`config.mk`:
```
export PLATFORM = sky130hd
export DESIGN_NAME = cfg_i2c_slave
export DESIGN_NICKNAME = d
export VERILOG_FILES = /design/src/rtl/cfg_i2c_pkg.sv /design/src/rtl/i2c_line_sync.sv /design/src/rtl/tmr_copy.sv /design/src/rtl/tmr_reg_bank.sv /design/src/rtl/i2c_cfg_fsm.sv /design/src/rtl/cfg_i2c_slave.sv
export SDC_FILE = /design/constraint.sdc
export NUM_CORES = 1
export LEC_CHECK = 0
export CAP_MARGIN = 10
export CORE_UTILIZATION = 40
export DETAILED_ROUTE_END_ITERATION = 10
export PLACE_DENSITY_LB_ADDON = 0.15
export SYNTH_ARGS = -nofsm -noshare
export SYNTH_HDL_FRONTEND = slang
export SYNTH_SLANG_ARGS = --single-unit
```
`constraint.sdc`:
```
create_clock -name clk_i -period 4.4 [get_ports clk_i]
set_input_delay 0.66 -clock clk_i [delete_from_list [all_inputs] [get_ports clk_i]]
set_output_delay 0.66 -clock clk_i [all_outputs]
set_load 0.02 [all_outputs]
```
`src/rtl/cfg_i2c_pkg.sv`:
```
package cfg_i2c_pkg;
  localparam int REG_W = 8;

  typedef enum logic [3:0] {
    ST_IDLE,
    ST_ADDR,
    ST_ADDR_ACK,
    ST_REG,
    ST_REG_ACK,
    ST_DATA,
    ST_DATA_ACK,
    ST_TX,
    ST_TX_ACK,
    ST_WAIT
  } i2c_st_e;
endpackage

```
`src/rtl/i2c_line_sync.sv`:
```
module i2c_line_sync (
  input  logic clk_i,
  input  logic rst_ni,
  input  logic scl_i,
  input  logic sda_i,
  output logic scl_o,
  output logic sda_o,
  output logic scl_rise_o,
  output logic scl_fall_o,
  output logic start_o,
  output logic stop_o
);
  logic [2:0] scl_q, sda_q;

  always_ff @(posedge clk_i or negedge rst_ni) begin
    if (!rst_ni) begin
      scl_q <= 3'b111;
      sda_q <= 3'b111;
    end else begin
      scl_q <= {scl_q[1:0], scl_i};
      sda_q <= {sda_q[1:0], sda_i};
    end
  end

  assign scl_o      = scl_q[1];
  assign sda_o      = sda_q[1];
  assign scl_rise_o = scl_q[1] & ~scl_q[2];
  assign scl_fall_o = ~scl_q[1] & scl_q[2];
  // data edges with clock held high
  assign start_o    = scl_q[1] & scl_q[2] & sda_q[2] & ~sda_q[1];
  assign stop_o     = scl_q[1] & scl_q[2] & ~sda_q[2] & sda_q[1];
endmodule

```
`src/rtl/tmr_copy.sv`:
```
module tmr_copy #(
  parameter int W = 8
) (
  input  logic         clk_i,
  input  logic         rst_ni,
  input  logic         we_i,
  input  logic [W-1:0] d_i,
  output logic [W-1:0] q_o
);
  logic [W-1:0] bits_q;

  always_ff @(posedge clk_i or negedge rst_ni) begin
    if (!rst_ni)   bits_q <= '0;
    else if (we_i) bits_q <= d_i;
  end

  assign q_o = bits_q;
endmodule

```
`src/rtl/tmr_reg_bank.sv`:
```
module tmr_reg_bank #(
  parameter int NUM_REGS = 16,
  parameter int REG_W    = 8
) (
  input  logic                      clk_i,
  input  logic                      rst_ni,
  input  logic                      wr_en_i,
  input  logic [7:0]                wr_addr_i,
  input  logic [REG_W-1:0]          wr_data_i,
  input  logic [7:0]                rd_addr_i,
  output logic [REG_W-1:0]          rd_data_o,
  output logic [NUM_REGS*REG_W-1:0] voted_o
);
  localparam int IMG_W = NUM_REGS * REG_W;
  localparam int IDX_W = (NUM_REGS > 1) ? $clog2(NUM_REGS) : 1;

  logic [IMG_W-1:0] copy_q [3];
  logic [IMG_W-1:0] next_img;
  logic [REG_W-1:0] reg_a [NUM_REGS];
  logic             wr_hit, mismatch, copy_we;
  logic [IDX_W-1:0] wr_idx, rd_idx;

  assign wr_idx   = wr_addr_i[IDX_W-1:0];
  assign rd_idx   = rd_addr_i[IDX_W-1:0];
  assign wr_hit   = wr_en_i && (int'(wr_addr_i) < NUM_REGS);
  assign voted_o  = (copy_q[0] & copy_q[1]) | (copy_q[1] & copy_q[2]) | (copy_q[0] & copy_q[2]);
  assign mismatch = (copy_q[0] != copy_q[1]) || (copy_q[1] != copy_q[2]);
  assign copy_we  = wr_hit || mismatch;

  // host write merged into the voted image; also serves as scrub data
  always_comb begin
    next_img = voted_o;
    if (wr_hit) next_img[wr_idx*REG_W +: REG_W] = wr_data_i;
  end

  for (genvar c = 0; c < 3; c++) begin : g_copy
    tmr_copy #(.W(IMG_W)) u_copy (
      .clk_i (clk_i),
      .rst_ni(rst_ni),
      .we_i  (copy_we),
      .d_i   (next_img),
      .q_o   (copy_q[c])
    );
  end

  for (genvar r = 0; r < NUM_REGS; r++) begin : g_rd
    assign reg_a[r] = voted_o[r*REG_W +: REG_W];
  end

  assign rd_data_o = (int'(rd_addr_i) < NUM_REGS) ? reg_a[rd_idx] : '0;


  vote_agree_chk: assert property (@(posedge clk_i) disable iff (!rst_ni)
    (copy_q[0] == copy_q[1]) |-> (voted_o == copy_q[0]));


  scrub_chk: assert property (@(posedge clk_i) disable iff (!rst_ni)
    (mismatch && !wr_hit) |=> !mismatch);
endmodule

```
`src/rtl/i2c_cfg_fsm.sv`:
```
module i2c_cfg_fsm
  import cfg_i2c_pkg::*;
#(
  parameter logic [6:0] BCAST_ADDR = 7'h00
) (
  input  logic       clk_i,
  input  logic       rst_ni,
  input  logic       sda_i,
  input  logic       scl_rise_i,
  input  logic       scl_fall_i,
  input  logic       start_i,
  input  logic       stop_i,
  input  logic [6:0] geo_addr_i,
  input  logic [7:0] rd_data_i,
  output logic [7:0] reg_ptr_o,
  output logic       wr_en_o,
  output logic [7:0] wr_data_o,
  output logic       sda_oe_o
);
  i2c_st_e    st_q;
  logic [7:0] sh_q, tx_q;
  logic [3:0] cnt_q;
  logic       rd_q, bc_q;
  logic       own_hit, bc_hit, rx_state;

  assign own_hit  = (sh_q[7:1] == geo_addr_i);
  assign bc_hit   = (sh_q[7:1] == BCAST_ADDR) && !sh_q[0];
  assign rx_state = (st_q == ST_ADDR) || (st_q == ST_REG) || (st_q == ST_DATA);

  always_ff @(posedge clk_i or negedge rst_ni) begin
    if (!rst_ni) begin
      st_q      <= ST_IDLE;
      sh_q      <= '0;
      tx_q      <= '0;
      cnt_q     <= '0;
      rd_q      <= 1'b0;
      bc_q      <= 1'b0;
      reg_ptr_o <= '0;
      wr_en_o   <= 1'b0;
      wr_data_o <= '0;
      sda_oe_o  <= 1'b0;
    end else begin
      wr_en_o <= 1'b0;
      if (start_i) begin
        st_q     <= ST_ADDR;
        cnt_q    <= '0;
        sda_oe_o <= 1'b0;
      end else if (stop_i) begin
        st_q     <= ST_IDLE;
        cnt_q    <= '0;
        sda_oe_o <= 1'b0;
      end else begin
        if (rx_state && scl_rise_i) begin
          sh_q  <= {sh_q[6:0], sda_i};
          cnt_q <= cnt_q + 4'd1;
        end
        if (scl_fall_i) begin
          case (st_q)
            ST_ADDR: if (cnt_q == 4'd8) begin
              cnt_q <= '0;
              if (own_hit || bc_hit) begin
                sda_oe_o <= 1'b1;
                rd_q     <= sh_q[0];
                bc_q     <= !own_hit;
                st_q     <= ST_ADDR_ACK;
              end else begin
                st_q <= ST_WAIT;
              end
            end
            ST_REG: if (cnt_q == 4'd8) begin
              cnt_q     <= '0;
              reg_ptr_o <= sh_q;
              sda_oe_o  <= 1'b1;
              st_q      <= ST_REG_ACK;
            end
            ST_DATA: if (cnt_q == 4'd8) begin
              cnt_q     <= '0;
              wr_en_o   <= 1'b1;
              wr_data_o <= sh_q;
              sda_oe_o  <= 1'b1;
              st_q      <= ST_DATA_ACK;
            end
            ST_ADDR_ACK: begin
              if (rd_q) begin
                sda_oe_o <= ~rd_data_i[7];
                tx_q     <= {rd_data_i[6:0], 1'b0};
                cnt_q    <= 4'd1;
                st_q     <= ST_TX;
              end else begin
                sda_oe_o <= 1'b0;
                st_q     <= ST_REG;
              end
            end
            ST_REG_ACK: begin
              sda_oe_o <= 1'b0;
              st_q     <= ST_DATA;
            end
            ST_DATA_ACK: begin
              sda_oe_o <= 1'b0;
              st_q     <= ST_WAIT;
            end
            ST_TX: begin
              if (cnt_q == 4'd8) begin
                sda_oe_o <= 1'b0;
                st_q     <= ST_TX_ACK;
              end else begin
                sda_oe_o <= ~tx_q[7];
                tx_q     <= {tx_q[6:0], 1'b0};
                cnt_q    <= cnt_q + 4'd1;
              end
            end
            default: ;
          endcase
        end
        if (st_q == ST_TX_ACK && scl_rise_i) st_q <= ST_WAIT;
      end
    end
  end


  bcast_no_tx_chk: assert property (@(posedge clk_i) disable iff (!rst_ni)
    (st_q == ST_TX) |-> !bc_q);


  idle_release_chk: assert property (@(posedge clk_i) disable iff (!rst_ni)
    (st_q == ST_IDLE) |-> !sda_oe_o);
endmodule

```
`src/rtl/cfg_i2c_slave.sv`:
```
module cfg_i2c_slave
  import cfg_i2c_pkg::*;
#(
  parameter int         NUM_REGS   = 16,
  parameter logic [6:0] BCAST_ADDR = 7'h00
) (
  input  logic                      clk_i,
  input  logic                      rst_ni,
  input  logic                      scl_i,
  input  logic                      sda_i,
  input  logic [6:0]                geo_addr_i,
  output logic                      sda_oe_o,
  output logic [NUM_REGS*REG_W-1:0] cfg_o
);
  logic       scl_s, sda_s, scl_rise, scl_fall, start_det, stop_det;
  logic [7:0] reg_ptr, wr_data, rd_data;
  logic       wr_en;

  i2c_line_sync u_sync (
    .clk_i     (clk_i),
    .rst_ni    (rst_ni),
    .scl_i     (scl_i),
    .sda_i     (sda_i),
    .scl_o     (scl_s),
    .sda_o     (sda_s),
    .scl_rise_o(scl_rise),
    .scl_fall_o(scl_fall),
    .start_o   (start_det),
    .stop_o    (stop_det)
  );

  i2c_cfg_fsm #(.BCAST_ADDR(BCAST_ADDR)) u_fsm (
    .clk_i     (clk_i),
    .rst_ni    (rst_ni),
    .sda_i     (sda_s),
    .scl_rise_i(scl_rise),
    .scl_fall_i(scl_fall),
    .start_i   (start_det),
    .stop_i    (stop_det),
    .geo_addr_i(geo_addr_i),
    .rd_data_i (rd_data),
    .reg_ptr_o (reg_ptr),
    .wr_en_o   (wr_en),
    .wr_data_o (wr_data),
    .sda_oe_o  (sda_oe_o)
  );

  tmr_reg_bank #(.NUM_REGS(NUM_REGS), .REG_W(REG_W)) u_bank (
    .clk_i    (clk_i),
    .rst_ni   (rst_ni),
    .wr_en_i  (wr_en),
    .wr_addr_i(reg_ptr),
    .wr_data_i(wr_data),
    .rd_addr_i(reg_ptr),
    .rd_data_o(rd_data),
    .voted_o  (cfg_o)
  );


  oe_rise_low_chk: assert property (@(posedge clk_i) disable iff (!rst_ni)
    $rose(sda_oe_o) |-> !scl_s);


  wr_land_chk: assert property (@(posedge clk_i) disable iff (!rst_ni)
    (wr_en && int'(reg_ptr) < NUM_REGS) |=> (cfg_o[$past(reg_ptr)*REG_W +: REG_W] == $past(wr_data)));


  oob_stable_chk: assert property (@(posedge clk_i) disable iff (!rst_ni)
    (wr_en && int'(reg_ptr) >= NUM_REGS) |=> $stable(cfg_o));
endmodule

```
# [After elaboration in Yosys (flattened, before gate mapping)]
# Cells that the tools add are included.
# Widths: inputs -> output; s select.
[word_totals] out_inout_bits=129 regBits=177 in_bits=11
[classes] add_sub_neg=2 bitwise=19 reduce_logical=24 magnitude_cmp=2 shift=2 n_mux=42 n_eq_ne=19
[ops] cell="$or 128x128->128" count=2
[ops] cell="$and 128x128->128" count=1
[ops] cell="$bwmux 128" count=1
[ops] cell="$mux 128" count=1
[ops] cell="$shift 8x34->128 const A" count=1
[ops] cell="$shiftx 8x34->128" count=1
[ops] cell="$mux 4" count=16
[ops] cell="$mux 8" count=5
[ops] cell="$neg 7->34" count=1
[ops] cell="$bmux 8 s4" count=1
[ops] cell="$pmux 4 s7" count=1
[ops] cell="$reduce_and 6->1" count=3
[ops] cell="$eq 4x3->1 const B" count=4
[ops] cell="$pmux 8 s2" count=1
[ops] cell="$ne 5x5->1 const B" count=3
[ops] cell="$reduce_and 5->1" count=3
[ops] cell="$mux 1" count=13
[ops] cell="$pmux 4 s3" count=1
[ops] cell="$reduce_bool 10->1" count=1
[ops] cell="$eq 4x2->1 const B" count=2
[ops] cell="$eq 4x4->1 const B" count=2
[ops] cell="$lt 8x5->1 const B" count=1
[ops] cell="$ne 4x4->1 const B" count=2
[ops] cell="$not 1->1" count=8
[ops] cell="23 further kinds" count=35

# [Logic depth before layout (Yosys ltp)]
[depth] word_depth=13 mapped_depth=13

# [By module]
# Synthesis repeated with hierarchy kept, for this count alone.
[hier_totals] hier_cells=1987 area_unflattened_um2=24853.8
[modules_own_cells] module="tmr_copy" area_each_um2=4822.1 seq_area_each_um2=3203.1 n_inst=3 cells_per_inst=270
[modules_own_cells] module="tmr_reg_bank" area_each_um2=7903.8 seq_area_each_um2=0.0 n_inst=1 cells_per_inst=954
[modules_own_cells] module="i2c_cfg_fsm" area_each_um2=2293.4 seq_area_each_um2=1051.0 n_inst=1 cells_per_inst=213
[modules_own_cells] module="i2c_line_sync" area_each_um2=190.2 seq_area_each_um2=157.7 n_inst=1 cells_per_inst=10

# [Worst setup path after synthesis]
# OpenSTA, ideal clock, no wires.
[synth_timing] path_type="register to register" startpoint="register u_fsm.reg_ptr_o[2]" endpoint="register u_bank.g_copy[0].u_copy.bits_q[64]" setup_ns=0.130 path_slack_ns=1.331 n_path_buf=6 path_stages_with_launch=14 arrival_time_ns=2.940 path_cell_list="dfrtp_1 > buf_4 > clkbuf_1 > buf_1 > nor3_1 > ha_1 > clkbuf_1 > nor2b_1 > nand3_1 > or3b_1 > clkbuf_1 > buf_2 > nand2_1 > o21ai_0"
[synth_via] elab_chain_len=4
[synth_rtl] item="start: declaration" line_no="i2c_cfg_fsm.sv:15" source="output logic [7:0] reg_ptr_o,"
[synth_rtl] item="start signal: assignment" line_no="i2c_cfg_fsm.sv:72" source="reg_ptr_o <= sh_q;"
[synth_rtl] item="$neg 7->34" line_no="tmr_reg_bank.sv:33" source="if (wr_hit) next_img[wr_idx*REG_W +: REG_W] = wr_data_i;"
[synth_rtl] item="$shiftx 8x34->128 / $shift 8x34->128 (equally long branches)" line_no="tmr_reg_bank.sv:33"
[synth_rtl] item="$bwmux 128" line_no="tmr_reg_bank.sv:33"
[synth_rtl] item="$mux 128" line_no="tmr_reg_bank.sv:33"
[synth_rtl] item="end signal: assignment" line_no="tmr_copy.sv:14" source="else if (we_i) bits_q <= d_i;"
[synth_rtl] item="end: declaration" line_no="tmr_copy.sv:10" source="logic [W-1:0] bits_q;"
# Parallel ways exist; a longest one is shown, timed or not.
# A chain may end at the register's enable or synchronous reset.

# [Final worst setup path]
[layout_timing] startpoint="register u_fsm.reg_ptr_o[1]" endpoint="register u_bank.g_copy[0].u_copy.bits_q[63]"
# Same word-level chain as after synthesis.

==> results.yml <==
die:
  dieArea_mm2: 0.0220
  core_mm2: 0.0210
  rows: 53
  die_w_um: 148
  ios: 140
  die_y_um: 148
  start_util: 0.407
sta:
  fmax_mhz: 286
  rsz0062_at_grt: "false"
  clock_skew_ns: 0.0131
  finalCriticalPeriod_ns: 3.49
  tns_ns: 0
  fin_crit_sh: 0.793
  finalHoldViolCount: 0
  drv_slew: 0
  setup_viol: 0
  worst_pin_slew_ns: 1.06
  hold_ws_ns: 0.309
  slew_headroom: 0.293
worst_setup_path:
  crit_slowest_cell: "nand4_1"
  critPathKind: "reg -> reg"
  cp_max_fo: 24
  cp.required_ns: 4.72
  ff2ff_path_depth: 6
  r2r_slack_ns: 0.91
  endpoint_kind: "register"
  cp_cell_sequence: "clkinv_1 -> ha_1 -> a211oi_1 -> nor2b_1 -> nand4_1 -> mux2_2"
  cp_data_arrival_time_ns: 3.81
  slowest_delay_ns: 0.71
  startpoint_type: "register"
placed_design:
  dp_hpwl_mm: 18.5
  place_congestion: 0.848
  numPortBuffers: 139
clock_tree:
  ctsHoldBuffers: 0
  ctsResizeCount: 0
  cts_root_buffer: "clkbuf_16"
  cts_num_sinks: 176
  post-cts-setup-buffer-count: 0
  clockBufferDepth: 2
  cts_tree: "yes"
  cts_buffers: 17
  clkTransAtPathRegs_ns: 0.07
  insertion_delay_ns: 0.44
  htree_levels: 4
synthesis:
  synthCells: 665
  synth_nets: 680
  synth_edf_count: 0
  ys_ff_latch: 176
  ys_seq_area_frac: 0.515
  async_flop_share: 1.00
  synth_warnings: 0
  synthDistinctLibCells: 63
  synth_common_cells: "dfrtp_1, mux2_2, nand2_1"
  yosys.cell_count.top_type: "dfrtp_1"
  syn_area_per_cell_um2: 12.9
  synth_area_leader_cell: "dfrtp_1"
  synth_top_area_frac: 0.497
  synthesis.area_mm2: 0.00856
  ys_top_cells_by_area: "dfrtp_1, mux2_2, mux4_2"
  synth_ff_type: "dfrtp_1"
finish:
  seq_area_mm2: 0.00441
  antenna_cells: 0
  num-fill-cells: 1790
  drive_gt1_frac: 0.278
  final_core_util: 0.516
  areaGrowthSynthToFinish_pct: 26.7
  layout.nets: 809
  multi_input_area_mm2: 0.00394
route:
  via_per_inst: 5.80
  drt_pre_antenna_iters: 7
  wl_mm: 26.5
  post-route-drc-count: 0
  drt_iter0_drc: 492
  wire_per_inst_um: 24.5
  via_count: 6278
  postRouteAntennaNets: 0
grt:
  grt_max_degree: 109
  grtUsageTotal: 0.254
  grt_pass1_vias: 6478
  grt_pass1_wl_mm: 40.8
  grt_overflow: 0
  use_met3: 0.0604
  antenna_found_initial: 0
  grtUsageMet1: 0.338
  grtUsageMet2: 0.401
  busiest_layer: "met2"
power_and_ir_drop:
  max-vdd-ir-drop_v: 0.000215
  p_per_area_mw_per_mm2: 351
  leakage_nw: 4.75
flow_run:
  drv_cap: 0
status:
  status: "completed"
worst_hold_path:
  min_path_type: "in -> async"
where the power goes:
group	switching (W)	internal, W	total [W]
combinational	0.000186	0.000165	0.000351
sequential	0.000129	0.00168	0.00181
clock	0.000682	0.000963	0.00165
layout make-up:
type                    instances  area share
inverters                       9     0.00311
multi-input cells             439       0.363
repair buffers                151       0.137
well taps                     275      0.0317
clock buffers                  18      0.0396
clock inverters                14      0.0190
flip-flops and latches        176       0.407
critical path, delay by kind of cell (launching register included):
family | cells | cell delay [ns]
flip-flops | 1 | 0.35
buffers and inverters | 1 | 0.24
AO/OA/AOI/OAI | 1 | 0.56
adder cells (fa/ha/maj) | 1 | 0.69
multiplexers | 1 | 0.55
AND/OR/NAND/NOR | 2 | 0.97
metal layers:
metal  wire (µm)  share of wire
met3        1750          0.066
met5           0              0
met2       12700           0.48
met4         885          0.033
met1       11200           0.42
cells by family (layout without fill, tap and decap cells):
| group | Yosys count | after routing | share of synthesized area |
|---|---|---|---|
| AO/OA/AOI/OAI | 84 | 84 | 0.0634 |
| multiplexers | 167 | 167 | 0.269 |
| flip-flops | 176 | 176 | 0.515 |
| buffers and inverters | 50 | 192 | 0.0251 |
| XOR/XNOR | 12 | 12 | 0.0132 |
| adder cells (fa/ha/maj) | 4 | 4 | 0.00585 |
| AND/OR/NAND/NOR | 172 | 172 | 0.108 |
sequential cells by signal, indices dropped and copies added, names as in the netlist, 3 cells and up:
signal,cells
u_bank.g_copy.u_copy.q_o,128
u_fsm.cnt_q,4
u_fsm.reg_ptr_o,8
u_fsm.sh_q,8
u_fsm.st_q,4
u_fsm.tx_q,7
u_fsm.wr_data_o,8
u_sync.scl_q,3
u_sync.sda_q,3
path summary, 6_finish.rpt:
path,to,start
min in group clk_i,u_sync.sda_q[1],u_sync.sda_q[0]
hold reg to reg,u_sync.sda_q[1],u_sync.sda_q[0]
setup / recovery,u_bank.g_copy[0].u_copy.q_o[63],u_fsm.reg_ptr_o[1]
hold / removal,u_fsm.st_q[0],rst_ni
max in group asynchronous,u_bank.g_copy[0].u_copy.q_o[66],rst_ni
setup reg to reg,u_bank.g_copy[0].u_copy.q_o[63],u_fsm.reg_ptr_o[1]
cells in the final DEF, fill, tap and decap left out, types with 4 or more instances in the layout:
master,instances
dfrtp_1,169
clkdlybuf4s50_1,138
mux2_2,111
nand2_1,67
o21ai_0,34
mux4_2,33
and3_1,21
clkbuf_16,17
mux2_4,16
nor2_1,15
nand3_1,14
nor2b_1,12
buf_4,12
a21oi_1,8
inv_1,7
nor3_1,7
mux2i_1,7
xnor2_1,6
a211oi_1,6
dfstp_2,6
nand2b_1,5
xor2_1,5
a311oi_1,4
nand4_1,4
a31oi_1,4
or4_1,4
a221o_1,4
ha_1,4
bufinv_16,4
per-stage QoR:
step           area (µm²)  setup WS, ns  total power (W)  std cells
3_5_place_dp        10200         0.997          0.00219       1050
3_3_place_gp        10200          1.09          0.00217       1050
2_1_floorplan        8560          1.33          0.00205        665
5_1_grt             10800         0.746          0.00394       1082
6_report            10800         0.909          0.00381       1082
4_1_cts             10800          1.02          0.00383       1082
Note: power is estimated with default switching activity, not from simulation.
